--- config.mk ---
export PLATFORM = sky130hd
export DESIGN_NAME = sweep_eye
export DESIGN_NICKNAME = d
export VERILOG_FILES = /design/src/rtl/sweep_pkg.sv /design/src/rtl/sweep_step.sv /design/src/rtl/sweep_decode.sv /design/src/rtl/sweep_eye.sv
export SDC_FILE = /design/constraint.sdc
export NUM_CORES = 1
export LEC_CHECK = 0
export BUFFER_PORTS_ARGS = -buffer_cell sky130_fd_sc_hd__buf_2
export CAP_MARGIN = 0
export CORE_AREA = 2 2 39 41
export DETAILED_ROUTE_END_ITERATION = 10
export DIE_AREA = 0 0 41 43
export PLACE_DENSITY = 0.31
export SLEW_MARGIN = 10
export SYNTH_ARGS = -nofsm -noshare
export SYNTH_HDL_FRONTEND = slang
export SYNTH_HIERARCHICAL = 1
export SYNTH_SLANG_ARGS = --single-unit
--- constraint.sdc ---
create_clock -name clk_i -period 1.47 [get_ports clk_i]
set_input_delay 0.294 -clock clk_i [delete_from_list [all_inputs] [get_ports clk_i]]
set_output_delay 0.294 -clock clk_i [all_outputs]
set_load 0.01 [all_outputs]
--- src/rtl/sweep_pkg.sv ---
package sweep_pkg;

    // Number of lamps along the sweep; the ports expose three.
    localparam int unsigned NUM_LAMPS = 3;
    localparam int unsigned IDX_W     = $clog2(NUM_LAMPS);

    localparam logic [IDX_W-1:0] POS_FIRST = '0;
    localparam logic [IDX_W-1:0] POS_LAST  = IDX_W'(NUM_LAMPS - 1);

    // Lit index plus heading: heading is needed because inner lamps are
    // crossed in both directions.
    typedef struct packed {
        logic [IDX_W-1:0] pos;
        logic             toward_last;
    } sweep_st_t;

    localparam sweep_st_t SWEEP_RESET = '{pos: POS_FIRST, toward_last: 1'b1};

endpackage

--- src/rtl/sweep_step.sv ---
module sweep_step
    import sweep_pkg::*;
(
    input  sweep_st_t cur_i,
    input  logic      advance_i,
    output sweep_st_t nxt_o
);

    always_comb begin
        nxt_o = cur_i;
        if (advance_i) begin
            if (cur_i.toward_last) begin
                nxt_o.pos = cur_i.pos + 1'b1;
                // Arriving at the far end turns the heading around.
                if (cur_i.pos == POS_LAST - 1'b1) begin
                    nxt_o.toward_last = 1'b0;
                end
            end else begin
                nxt_o.pos = cur_i.pos - 1'b1;
                if (cur_i.pos == POS_FIRST + 1'b1) begin
                    nxt_o.toward_last = 1'b1;
                end
            end
        end
    end

endmodule

--- src/rtl/sweep_decode.sv ---
module sweep_decode
    import sweep_pkg::*;
(
    input  logic [IDX_W-1:0]     pos_i,
    output logic [NUM_LAMPS-1:0] lamp_o
);

    // One comparator per lamp: lamp i is lit when the index equals i.
    for (genvar i = 0; i < NUM_LAMPS; i++) begin : g_lamp
        assign lamp_o[i] = (pos_i == IDX_W'(i));
    end

endmodule

--- src/rtl/sweep_eye.sv ---
module sweep_eye
    import sweep_pkg::*;
(
    input  logic clk_i,
    input  logic rst_i,
    input  logic tick_i,
    output logic left_o,
    output logic mid_o,
    output logic right_o
);

    sweep_st_t             state_d;
    sweep_st_t             state_q;
    sweep_st_t             step_nxt;
    logic [NUM_LAMPS-1:0]  lamp;

    sweep_step u_step (
        .cur_i     (state_q),
        .advance_i (tick_i),
        .nxt_o     (step_nxt)
    );

    always_comb begin
        state_d = step_nxt;
        if (rst_i) begin
            state_d = SWEEP_RESET;
        end
    end

    always_ff @(posedge clk_i) begin
        state_q <= state_d;
    end

    // Moore outputs: decoded from the register only.
    sweep_decode u_decode (
        .pos_i  (state_q.pos),
        .lamp_o (lamp)
    );

    assign left_o  = lamp[0];
    assign mid_o   = lamp[1];
    assign right_o = lamp[2];

endmodule

# --- After elaboration in Yosys (flattened, before gate mapping) ---
# Index checks and enable logic that the tools add are counted.
totals:
  ff_bits: 3
  input_bits: 3
  out_inout_bits: 3
  elab_cells: 10
op_classes:
  addsub: 2
  n_eq_ne: 2
  n_mux: 3
  n_reduce_logical: 1
ops:
  columns: ["op", "count"]
  rows:
  - ["$mux W3", 1]
  - ["$add A2 B1 Y2 const B", 1]
  - ["$eq A2 B1 Y1 const B", 1]
  - ["$eq A2 B2 Y1 const B", 1]
  - ["$logic_not A2 Y1", 1]
  - ["$mux W1", 2]
  - ["$sub A2 B1 Y2 const B", 1]

# --- Longest topological paths before layout ---
depth:
  depth_word: 3
  depth_mapped: 5
  depth_no_buf: 5

# --- Cells and area by module ---
# The synthesis kept the hierarchy.
modules_own_cells:
  columns: ["module", "n_inst", "cells_each", "area_each_um2", "seq_area_each_um2"]
  rows:
  - ["sweep_eye", 1, 6, 83.8, 60.1]
  - ["sweep_step", 1, 8, 55.1, 0.0]
  - ["sweep_decode", 1, 3, 18.8, 0.0]

# --- Worst setup path before layout ---
# OpenSTA, ideal clock, no wires.
synth_path:
  kind: "register to register"
  start: "register state_q[2] in the netlist's numbering"
  end: "register state_q[2] in the netlist's numbering"
  setup_ps: 116
  arrival_ps: 1057
  required_time_ps: 1354
  slack_ps: 298
  path_stages_with_launch: 6
  path_cell_list: "dfxtp_1 > inv_1 > ha_1 > xnor2_1 > a21oi_1 > and2b_2"
synth_between:
  elab_chain_len: 2
synth_rtl:
  columns: ["element", "line", "rtl"]
  rows:
  - ["start: declaration", "sweep_eye.sv:13", "sweep_st_t state_q;"]
  - ["start signal: assignment", "sweep_eye.sv:31", "state_q <= state_d;"]
  - ["$sub A2 B1 Y2 / $add A2 B1 Y2 (equally long branches)", "sweep_step.sv:19, sweep_step.sv:13", null]
  - ["$mux W3 *", "sweep_step.sv:12", "if (cur_i.toward_last) begin"]
# Mark *: on every way between the ends. The rest lies on a longest branch, timed or not.
# A chain may end at the register's enable or synchronous reset.

# --- Worst setup path in the final report ---
layout_path:
  start: "register state_q[1] in the netlist's numbering"
  end: "output right_o"
layout_between:
  elab_chain_len: 1
layout_rtl:
  columns: ["element", "line", "rtl"]
  rows:
  - ["$eq A2 B2 Y1", "sweep_decode.sv:10", "assign lamp_o[i] = (pos_i == IDX_W'(i));"]
  - ["end: declaration", "sweep_eye.sv:9", "output logic right_o"]
# No other way between the ends.

==> run metrics <==
post-synthesis sequential area ratio=38.1%; share of cells above drive strength 1=42.3%; Synth Cell Area=158 um^2; Reg clk slew, reported paths=0.04 ns; final setup margin=0.198 ns; I/O pins=6; diode count=0; critical path arrival=0.98 ns; DR iter-0 viols=2; first-pass GRT wire length=517 um; Sequential Power Share=33.0%; most common cell after layout, fill and taps aside=buf_2; period utilization=86.5%; setup slack at placement=0.235 ns; clock latency at the later pin of the worst-skew pair=0.23 ns; height of the die=43 um; FF+latch count, synth=3; clk root buf=clkbuf_4; Int Pwr=0.225 mW; DRC=0; DR pass1 iterations=2; Fin. Hold Viols=0; WS Path Type=reg -> out; number of hold buffers added after CTS=0; PostCTS Resize Cnt=0; non-filler cells in the finished layout=42; Fillers=164; layout net count=31; synth warn=6; CP bufs+invs=1; setup bufs post-CTS=0; clock power share=48.3%; cells after synthesis=17; max cap viols=0; Max Clk Rate=0.786 GHz; Detail Route Antenna Nets=0; Setup TNS Final=0 ns; vias in the first global route=133; RSZ-0062 raised after global routing=false; num rows=14; Mapped Nets=21; Pwr Density=1310 nW/um^2; Final setup violation count=0; Starting Density=11.4%; Worst Tran Pin Value=0.164 ns; WP data required=1.18 ns; switch share=25.3%; gr usage total=5.21%; H-tree depth=1; largest net degree at the start of global routing=6; drt via density=2.90; final wirelength=284 um; Regs by FF count=state_q (3); delay of the slowest critical-path stage=0.39 ns; max reg flops=3; Slew HR=89.0%; most frequent cells in the layout=buf_2, and2b_2, clkbuf_4, dfxtp_1; critical path startpoint category=flop; Worst IR Drop VDD=0.000424 V; Chip Width=41 um; CTS tree=yes; worst-path fanout max=5; deepest clock path buffer count=2; Pleak=0.107 nW; Switching Power=0.0762 mW; die area=1760 um^2; Top Family by Delay on Critical Path=flip-flops; Final min period=1.27 ns; syn avg cell area=9.27 um^2; total grt overflow=0; Top reg by flops=state_q; footprint of the multi-input gates=93.8 um^2; cells along the critical path=and2b_2 > buf_2; placed insts=38; via count=122; HP Class=in -> reg; Slew Viols, Final=0; Slowest-stage cell, CP=dfxtp_1; synth unique cells=11; critical path endpoint category=output pin; Num CTS Buffers=3; clk_skew=0.00224 ns; area of the core=1380 um^2; outcome=finished, final reports clean; Avg WL per Cell=6.76 um; Area Overhead vs Synth=45.2%; Sink Count=3; IO Port Bufs=5; FF/Latch Area=60.1 um^2; gpl congestion=0.601; antenna violations before repair=0; Comb power frac=18.7%
power groups by stage:
| stage | logic [mW] | registers (mW) | clock network (mW) |
|---|---|---|---|
| final | 0.0564 | 0.0992 | 0.145 |
| after floorplan | 0.0405 | 0.0986 | 0 |
| after CTS | 0.0578 | 0.0993 | 0.155 |
| after detailed placement | 0.0572 | 0.100 | 0 |
| after global placement | 0.0569 | 0.100 | 0 |
| after global routing | 0.0661 | 0.101 | 0.163 |
metrics by stage:
stage               utilization [%]  power, mW  instance area, um^2  hold slack, ns
floorplan                         -      0.139                  158           0.394
global placement               14.6      0.157                  203           0.508
detailed placement             14.6      0.158                  203           0.518
CTS                            16.5      0.312                  229           0.271
global route                   16.5      0.330                  229           0.284
finish                         16.5      0.301                  229           0.277
worst register-to-register path: stages (launching register included):
cell	delay [ns]
dfxtp_1	0.38
inv_1	0.06
ha_1	0.28
xnor2_1	0.16
a21oi_1	0.07
and2b_2	0.18
cell type report:
| cell class | instances | area share [%] |
|---|---|---|
| tap | 16 | 8.74 |
| timing repair buffer | 5 | 10.9 |
| multi-input combinational | 13 | 41.0 |
| sequential | 3 | 26.2 |
| clock buffer | 4 | 11.5 |
| inverter | 1 | 1.64 |
cells in the mapped netlist:
cell type,count,share of area (%)
dfxtp_1,3,38
and2b_2,3,17
or2_1,1,4.0
nor2b_1,1,4.0
xnor2_1,2,11
ha_1,1,7.9
inv_1,1,2.4
nor2_1,2,4.8
xor2_1,1,5.6
a21oi_1,1,3.2
nand2_1,1,2.4
logic make-up after synthesis:
logic type	after synthesis	share of synthesized area, %
adder cells (fa/ha/maj)	1	7.94
AO/OA/AOI/OAI	1	3.17
AND/OR/NAND/NOR	8	31.8
buffers and inverters	1	2.38
flip-flops	3	38.1
XOR/XNOR	3	16.7
per-layer routing:
| metal | share of wire, % | vias up | global-route usage (%) |
|---|---|---|---|
| met2 | 32 | 8 | 5.00 |
| met3 | 22 | 0 | 5.24 |
| met5 | 0 | - | 0 |
| li1 | - | 69 | - |
| met4 | 0 | 0 | 6.00 |
| met1 | 46 | 45 | 5.41 |
worst paths after layout:
path	slack, ns	endpoint	startpoint	depth (start not counted)
worst max-delay path	0.20	right_o	state_q[1]$_SDFF_PP0_	2
worst min-delay path	0.28	state_q[0]$_SDFF_PP1_	rst_i	2
worst max register to register	0.24	state_q[2]$_SDFF_PP0_	state_q[2]$_SDFF_PP0_	5
worst min register to register	0.58	state_q[0]$_SDFF_PP1_	state_q[0]$_SDFF_PP1_	2
No activity file was read; power rests on OpenSTA's default activity.
